===== src/rtl/tif_pkg.sv =====
package tif_pkg;

  // Channel input configuration, collected from the top-level pins.
  typedef struct packed {
    logic [3:0] width_code;
    logic       fast_clk;
    logic       both_edges;
    logic       rise_pol;
    logic       gpio_mode;
  } tif_cfg_t;

  // Kind of edge seen on the filtered level.
  typedef enum logic [1:0] {
    EDGE_NONE = 2'd0,
    EDGE_RISE = 2'd1,
    EDGE_FALL = 2'd2
  } tif_edge_e;

endpackage


===== src/rtl/tif_pin_sync.sv =====
module tif_pin_sync #(
  parameter int STAGES = 2
) (
  input  logic clk,
  input  logic rst,
  input  logic din,
  output logic dout
);

  logic [STAGES-1:0] chain;

  generate
    if (STAGES == 1) begin : g_one
      always_ff @(posedge clk) begin
        if (rst) chain <= '0;
        else     chain <= din;
      end
    end else begin : g_many
      always_ff @(posedge clk) begin
        if (rst) chain <= '0;
        else     chain <= {chain[STAGES-2:0], din};
      end
    end
  endgenerate

  assign dout = chain[STAGES-1];

endmodule


===== src/rtl/tif_width_filter.sv =====
module tif_width_filter #(
  parameter int CODE_W  = 4,
  parameter int MAX_LOG = 4
) (
  input  logic              clk,
  input  logic              rst,
  input  logic              din,
  input  logic              tick,
  input  logic              fast_clk,
  input  logic [CODE_W-1:0] code,
  output logic              level
);

  localparam int CNT_W = MAX_LOG + 1;
  localparam logic [CODE_W-1:0] CODE_SAT = CODE_W'(MAX_LOG);
  localparam logic [CNT_W-1:0]  ONE      = CNT_W'(1);

  logic [CNT_W-1:0]  cnt;
  logic [CNT_W-1:0]  limit;
  logic [CODE_W-1:0] eff_log;
  logic              bypass;
  logic              count_en;

  // Codes above the largest setting saturate to it.
  always_comb begin
    eff_log  = (code > CODE_SAT) ? CODE_SAT : code;
    limit    = (ONE << eff_log) - ONE;
    bypass   = (code == '0);
    count_en = fast_clk | tick;
  end

  always_ff @(posedge clk) begin
    if (rst) begin
      level <= 1'b0;
      cnt   <= '0;
    end else if (bypass) begin
      level <= din;
      cnt   <= '0;
    end else if (din == level) begin
      cnt <= '0;
    end else if (count_en) begin
      if (cnt >= limit) begin
        level <= din;
        cnt   <= '0;
      end else begin
        cnt <= cnt + ONE;
      end
    end
  end

  AST_LEVEL_FROM_INPUT: assert property (@(posedge clk) disable iff (rst)
    (level != $past(level)) |-> (level == $past(din)));

  AST_SLOW_HOLD: assert property (@(posedge clk) disable iff (rst)
    (code != '0 && !fast_clk && !tick) |=> $stable(level));

endmodule


===== src/rtl/tif_edge_qual.sv =====
module tif_edge_qual
  import tif_pkg::*;
(
  input  logic     clk,
  input  logic     rst,
  input  logic     level,
  input  tif_cfg_t cfg,
  output logic     event_o
);

  logic      prev;
  tif_edge_e kind;
  logic      qualify;

  always_comb begin
    if (level && !prev)      kind = EDGE_RISE;
    else if (!level && prev) kind = EDGE_FALL;
    else                     kind = EDGE_NONE;

    if (cfg.gpio_mode && cfg.both_edges)
      qualify = 1'b0;
    else if (cfg.both_edges)
      qualify = (kind != EDGE_NONE);
    else if (cfg.rise_pol)
      qualify = (kind == EDGE_RISE);
    else
      qualify = (kind == EDGE_FALL);
  end

  always_ff @(posedge clk) begin
    if (rst) begin
      prev    <= 1'b0;
      event_o <= 1'b0;
    end else begin
      prev    <= level;
      event_o <= qualify;
    end
  end

  AST_GPIO_SILENT: assert property (@(posedge clk) disable iff (rst)
    ($past(cfg.gpio_mode) && $past(cfg.both_edges)) |-> !event_o);

endmodule


===== src/rtl/tif_flag_unit.sv =====
module tif_flag_unit #(
  parameter int TB_W = 16
) (
  input  logic            clk,
  input  logic            rst,
  input  logic            event_i,
  input  logic [TB_W-1:0] timebase_i,
  input  logic            clr_flag_i,
  input  logic            clr_ovr_i,
  input  logic            dma_ack_i,
  input  logic            flag_en,
  input  logic            dma_sel,
  output logic [TB_W-1:0] capture_o,
  output logic            flag_o,
  output logic            ovr_o,
  output logic            irq_o,
  output logic            dma_req_o
);

  logic flag_keep;
  logic flag_nx;
  logic ovr_nx;
  logic any_nx;

  always_comb begin
    flag_keep = flag_o & ~clr_flag_i & ~dma_ack_i;
    flag_nx   = event_i | flag_keep;
    ovr_nx    = (event_i & flag_keep) | (ovr_o & ~clr_ovr_i);
    any_nx    = flag_nx | ovr_nx;
  end

  always_ff @(posedge clk) begin
    if (rst) begin
      capture_o <= '0;
      flag_o    <= 1'b0;
      ovr_o     <= 1'b0;
      irq_o     <= 1'b0;
      dma_req_o <= 1'b0;
    end else begin
      if (event_i) capture_o <= timebase_i;
      flag_o    <= flag_nx;
      ovr_o     <= ovr_nx;
      irq_o     <= flag_en & ~dma_sel & any_nx;
      dma_req_o <= flag_en &  dma_sel & any_nx;
    end
  end

  AST_CAPTURE_HOLD: assert property (@(posedge clk) disable iff (rst)
    !event_i |=> $stable(capture_o));

  AST_OVR_NEEDS_FLAG: assert property (@(posedge clk) disable iff (rst)
    $rose(ovr_o) |-> $past(flag_o));

  AST_FLAG_CLEARS: assert property (@(posedge clk) disable iff (rst)
    ((clr_flag_i || dma_ack_i) && !event_i) |=> !flag_o);

  AST_OVR_CLEARS: assert property (@(posedge clk) disable iff (rst)
    (clr_ovr_i && !event_i) |=> !ovr_o);

  AST_ROUTE_EXCL: assert property (@(posedge clk) disable iff (rst)
    !(irq_o && dma_req_o));

  AST_ROUTE_GATED: assert property (@(posedge clk) disable iff (rst)
    !flag_en |=> (!irq_o && !dma_req_o));

endmodule


===== src/rtl/tmr_in_filter.sv =====
module tmr_in_filter
  import tif_pkg::*;
#(
  parameter int TB_W        = 16,
  parameter int CODE_W      = 4,
  parameter int MAX_LOG     = 4,
  parameter int SYNC_STAGES = 2
) (
  input  logic              clk,
  input  logic              rst,
  input  logic              pin_i,
  input  logic              tick_i,
  input  logic [CODE_W-1:0] cfg_width,
  input  logic              cfg_fast_clk,
  input  logic              cfg_both_edges,
  input  logic              cfg_rise_pol,
  input  logic              cfg_gpio_mode,
  input  logic              cfg_flag_en,
  input  logic              cfg_dma_sel,
  input  logic [TB_W-1:0]   timebase_i,
  input  logic              clr_flag_i,
  input  logic              clr_ovr_i,
  input  logic              dma_ack_i,
  output logic              level_o,
  output logic [TB_W-1:0]   capture_o,
  output logic              flag_o,
  output logic              ovr_o,
  output logic              irq_o,
  output logic              dma_req_o
);

  tif_cfg_t cfg;
  logic     pin_s;
  logic     edge_ev;

  always_comb begin
    cfg            = '0;
    cfg.width_code = 4'(cfg_width);
    cfg.fast_clk   = cfg_fast_clk;
    cfg.both_edges = cfg_both_edges;
    cfg.rise_pol   = cfg_rise_pol;
    cfg.gpio_mode  = cfg_gpio_mode;
  end

  tif_pin_sync #(.STAGES(SYNC_STAGES)) u_sync (
    .clk  (clk),
    .rst  (rst),
    .din  (pin_i),
    .dout (pin_s)
  );

  tif_width_filter #(.CODE_W(CODE_W), .MAX_LOG(MAX_LOG)) u_filt (
    .clk      (clk),
    .rst      (rst),
    .din      (pin_s),
    .tick     (tick_i),
    .fast_clk (cfg_fast_clk),
    .code     (cfg_width),
    .level    (level_o)
  );

  tif_edge_qual u_edge (
    .clk     (clk),
    .rst     (rst),
    .level   (level_o),
    .cfg     (cfg),
    .event_o (edge_ev)
  );

  tif_flag_unit #(.TB_W(TB_W)) u_flag (
    .clk        (clk),
    .rst        (rst),
    .event_i    (edge_ev),
    .timebase_i (timebase_i),
    .clr_flag_i (clr_flag_i),
    .clr_ovr_i  (clr_ovr_i),
    .dma_ack_i  (dma_ack_i),
    .flag_en    (cfg_flag_en),
    .dma_sel    (cfg_dma_sel),
    .capture_o  (capture_o),
    .flag_o     (flag_o),
    .ovr_o      (ovr_o),
    .irq_o      (irq_o),
    .dma_req_o  (dma_req_o)
  );

  AST_RESET_QUIET: assert property (@(posedge clk)
    $past(rst) |-> (!flag_o && !ovr_o && !irq_o && !dma_req_o));

endmodule


===== config.mk =====
export PLATFORM = sky130hd
export DESIGN_NAME = tmr_in_filter
export DESIGN_NICKNAME = d
export VERILOG_FILES = /design/src/rtl/tif_pkg.sv /design/src/rtl/tif_pin_sync.sv /design/src/rtl/tif_width_filter.sv /design/src/rtl/tif_edge_qual.sv /design/src/rtl/tif_flag_unit.sv /design/src/rtl/tmr_in_filter.sv
export SDC_FILE = /design/constraint.sdc
export NUM_CORES = 1
export LEC_CHECK = 0
export ABC_AREA = 1
export ABC_CLOCK_PERIOD_IN_PS = 2240
export CAP_MARGIN = 20
export CORE_MARGIN = 4
export CORE_UTILIZATION = 44
export CTS_BUF_LIST = sky130_fd_sc_hd__clkbuf_4 sky130_fd_sc_hd__clkbuf_8
export DETAILED_ROUTE_END_ITERATION = 12
export PLACE_DENSITY = 0.89
export RECOVER_POWER = 100
export SYNTH_ARGS = -nofsm -noshare
export SYNTH_HDL_FRONTEND = slang
export SYNTH_SLANG_ARGS = --single-unit
export TNS_END_PERCENT = 30

===== constraint.sdc =====
create_clock -name clk -period 2.24 [get_ports clk]
set_clock_uncertainty 0.1 [all_clocks]
set_input_delay 0.336 -clock clk [delete_from_list [all_inputs] [get_ports clk]]
set_output_delay 0.336 -clock clk [all_outputs]
set_load 0.01 [all_outputs]

==> qor.txt <==
=================================================================================
Status                                                               complete, no violations
Wire length of the first global-routing pass                              5390 um
Critical-path cell list                                              clkdlybuf4s50_1, nor3_2, inv_1, ha_2, xor2_1, ha_1, nand2_1, nor2_2, nand2_1, nand3_2, nand2_4, a21oi_1, nor2_1
Startpoint Class                                                        input pin
Die height                                                                63.3 um
Net count after synthesis                                                     217
Final net count                                                               277
Routed WL per cell                                                        11.8 um
Fraction of final layout cells with drive strength greater than 1           12.7%
Number of top-level pins                                                       54
Netlist Area Pre-Place                                                  1350 um^2
Data arrival time of the critical path                                    2.21 ns
Floorplan Core Area                                                     2830 um^2
Pin count of the biggest net entering global routing                           19
Simple-gate portion of the synthesized area                                 25.9%
Clk pin slew, worst setup/hold paths                                      0.09 ns
XOR/XNOR share of the synthesized area                                      3.25%
Delay of the slowest critical-path stage                                  0.45 ns
Peak supply drop                                                         0.393 mV
Worst setup path class                                                     in2reg
Tightest Hold Check Type                                                  reg2reg
Critical Path Fanout Max                                                        4
Yosys warning count                                                             0
Fmax achieved                                                             476 MHz
Area growth from synthesis to final layout                                  49.8%
Post-detailed-routing wire length                                         3160 um
Per-cell via count in the routed design                                      4.72
Total congestion overflow after global routing                                  0
Total power consumption of the routed design                              1.03 mW
Post-synthesis adder-cell area fraction                                     8.36%
Post-synthesis sequential area ratio                                        44.6%
Mean post-synth cell area                                               7.69 um^2
Number of antenna cells inserted                                                0
Via count of the first global-routing pass                                   1303
Multi-input combinational cell area                                      648 um^2
Flops & latches, synth                                                         30
Starting utilization of the core area                                       47.6%
Clock tree sinks                                                               30
Routed via count                                                             1260
Count of unique library cells instantiated by Yosys                            22
Worst Path Required                                                       2.35 ns
Setup violation total in the final timing report                                0
Fraction of synthesized cell area taken by the top area cell type           44.6%
Max Buffers Root-to-Sink                                                        2
Largest regs                                                         u_flag.capture_o: 16 flops, u_filt.cnt: 5 flops, u_sync.chain: 2 flops
Clock tree from TritonCTS                                                    done
Overall track demand over capacity in global routing                        16.9%
Headroom to the max-slew limit                                              64.0%
Total number of placement rows                                                 19
Synth Area in Compound Gates                                                8.64%
Mux contribution to synthesized area                                           0%
Max-Cap Viols                                                                   0
Area of all sequential standard cells                                    601 um^2
Post-DRT Antenna Nets                                                           0
Number of DRC markers after the initial detailed-route iteration               34
Count of H-tree levels built during CTS                                         2
Static Leakage                                                            1.00 nW
CP delay by family, top                                              simple AND/OR/NAND/NOR gates
Number of detailed-routing iterations run before antenna repair                 4
Count of pins over their slew limit                                             0
Cell repeated most along the worst path                                   nand2_1
Actual transition at the worst max-transition pin                        0.540 ns
Combinational family with the most area after synthesis              simple AND/OR/NAND/NOR gates
Highest-delay cell along the critical path                           clkdlybuf4s50_1
Root buffer cell                                                         clkbuf_4
Number of cells produced by synthesis                                         175
Total negative setup slack                                                   0 ns
Drc violations                                                                  0
Core occupancy in the finished layout                                       71.3%
Crit path capture type                                                   register
Register with the most flip-flops                                    u_flag.capture_o
Initial antenna violation count                                                 0
Placed wire-length estimate after detailed placement                      2460 um
# port buffers                                                                 53
Period utilisation layout                                                   93.8%
Final critical-path required period                                       2.10 ns
Max FFs per register                                                           16
Synth area leaders                                                   dfxtp_1 45%, nor2_1 13%, ha_1 8.4%, o21ai_1 5.2%, inv_1 5.0%
Post-cts hold buffer count                                                      0
Placed insts                                                                  258
Die width                                                                 63.3 um
Layout filler cell count                                                      226
Pwr per Cell Area                                                     511 nW/um^2
Die area                                                                4010 um^2
Cts bufs inserted                                                               5
Number of buffer and inverter instances along the worst setup path              2
Worst hold slack across all endpoints                                    0.311 ns
Final cell count without fillers                                              267
Synth area leader                                                         dfxtp_1
Final Wtd Congestion                                                        0.766
Worst-skew pair later-pin latency                                         0.32 ns
Number of hold violations in the final report                                   0
=================================================================================
[final timing paths]
| check | start | endpoint | slack [ns] | cells after the start |
|---|---|---|---|---|
| hold / removal | u_sync.chain[0] | u_sync.chain[1] | 0.31 | 2 |
| setup reg to reg | u_filt.cnt[0] | u_filt.cnt[1] | 0.76 | 9 |
| setup / recovery | cfg_width[1] | u_filt.level | 0.14 | 13 |
| hold reg to reg | u_sync.chain[0] | u_sync.chain[1] | 0.31 | 2 |
[placed cells by master, fill, tap and decap left out]
master,synthesis,final
a21oi_1,5,5
nor2_1,48,47
nand3_1,8,6
nand3_2,0,2
nand2_2,2,2
clkinv_1,1,1
xor2_1,3,3
conb_1,1,1
a31oi_1,1,1
nand2_1,11,10
ha_1,9,8
xnor2_1,2,2
dlygate4sd3_1,0,22
nand2_4,0,1
clkdlybuf4s50_1,0,28
nor2_2,3,4
inv_1,18,20
nand3b_1,1,1
dlymetal6s2s_1,0,3
ha_2,0,1
nor3_2,4,4
o21ai_0,3,15
buf_4,2,5
clkbuf_8,0,1
clkbuf_4,0,6
o21ai_1,14,2
inv_2,5,3
clkinv_2,0,1
or3b_1,1,1
dfxtp_1,30,30
[layer usage]
layer | global-route usage (%) | part of all wire (%) | vias up
met5 | 0 | 0 | -
met4 | 6.47 | 1.7 | 0
met3 | 7.46 | 9.0 | 6
met2 | 29.8 | 47 | 40
met1 | 17.6 | 42 | 545
li1 | - | - | 669
[final cells by class]
cell class | count | area share (%)
Inverter | 24 | 4.47
Tap cell | 31 | 1.92
Clock inverter | 1 | 0.248
Sequential cell | 30 | 29.8
Timing Repair Buffer | 58 | 28.5
Clock buffer | 7 | 2.92
Multi-Input combinational cell | 116 | 32.1
[logic make-up (layout without fill, tap and decap cells)]
family                   after synthesis  count (layout)
AO/OA/AOI/OAI                         23              23
AND/OR/NAND/NOR                       78              78
adder cells (fa/ha/maj)                9               9
buffers and inverters                 29              90
other                                  1               1
XOR/XNOR                               5               5
flip-flops                            30              30
[Yosys cell counts]
cell type	n
nand2_2	2
xnor2_1	2
a21oi_1	5
o21ai_0	3
o21ai_1	14
conb_1	1
nand3b_1	1
inv_2	5
xor2_1	3
nor3_2	4
buf_4	2
nor2_1	48
clkinv_1	1
nand2_1	11
buf_2	3
dfxtp_1	30
nor2_2	3
a31oi_1	1
inv_1	18
ha_1	9
or3b_1	1
nand3_1	8
[power breakdown]
group | internal, mW | switching (mW) | total [mW]
Sequential | 0.546 | 0.00725 | 0.553
Clock | 0.164 | 0.176 | 0.340
Combinational | 0.0813 | 0.0563 | 0.138
[worst register-to-register path: stages (launching register included)]
cell     delay, ns
dfxtp_1       0.37
inv_1         0.08
ha_1          0.29
inv_1         0.06
nand2_1       0.05
nand2_1       0.07
nand3_2       0.08
nand2_4       0.10
nand2_2       0.09
nor3_2        0.12
[metrics by stage]
| stage | setup slack (ns) | area, um^2 |
|---|---|---|
| 6_report | 0.139 | 2020 |
| 2_1_floorplan | 0.233 | 1350 |
| 4_1_cts | 0.0470 | 1980 |
| 5_1_grt | -0.0167 | 2020 |
| 3_3_place_gp | -0.169 | 1920 |
| 3_5_place_dp | -0.293 | 1920 |
[repair_timing]
item	CTS	global route
gates resized for setup	0	9
setup buffers	0	1
setup endpoints to repair	0	6
No activity file was read; power rests on OpenSTA's default activity.
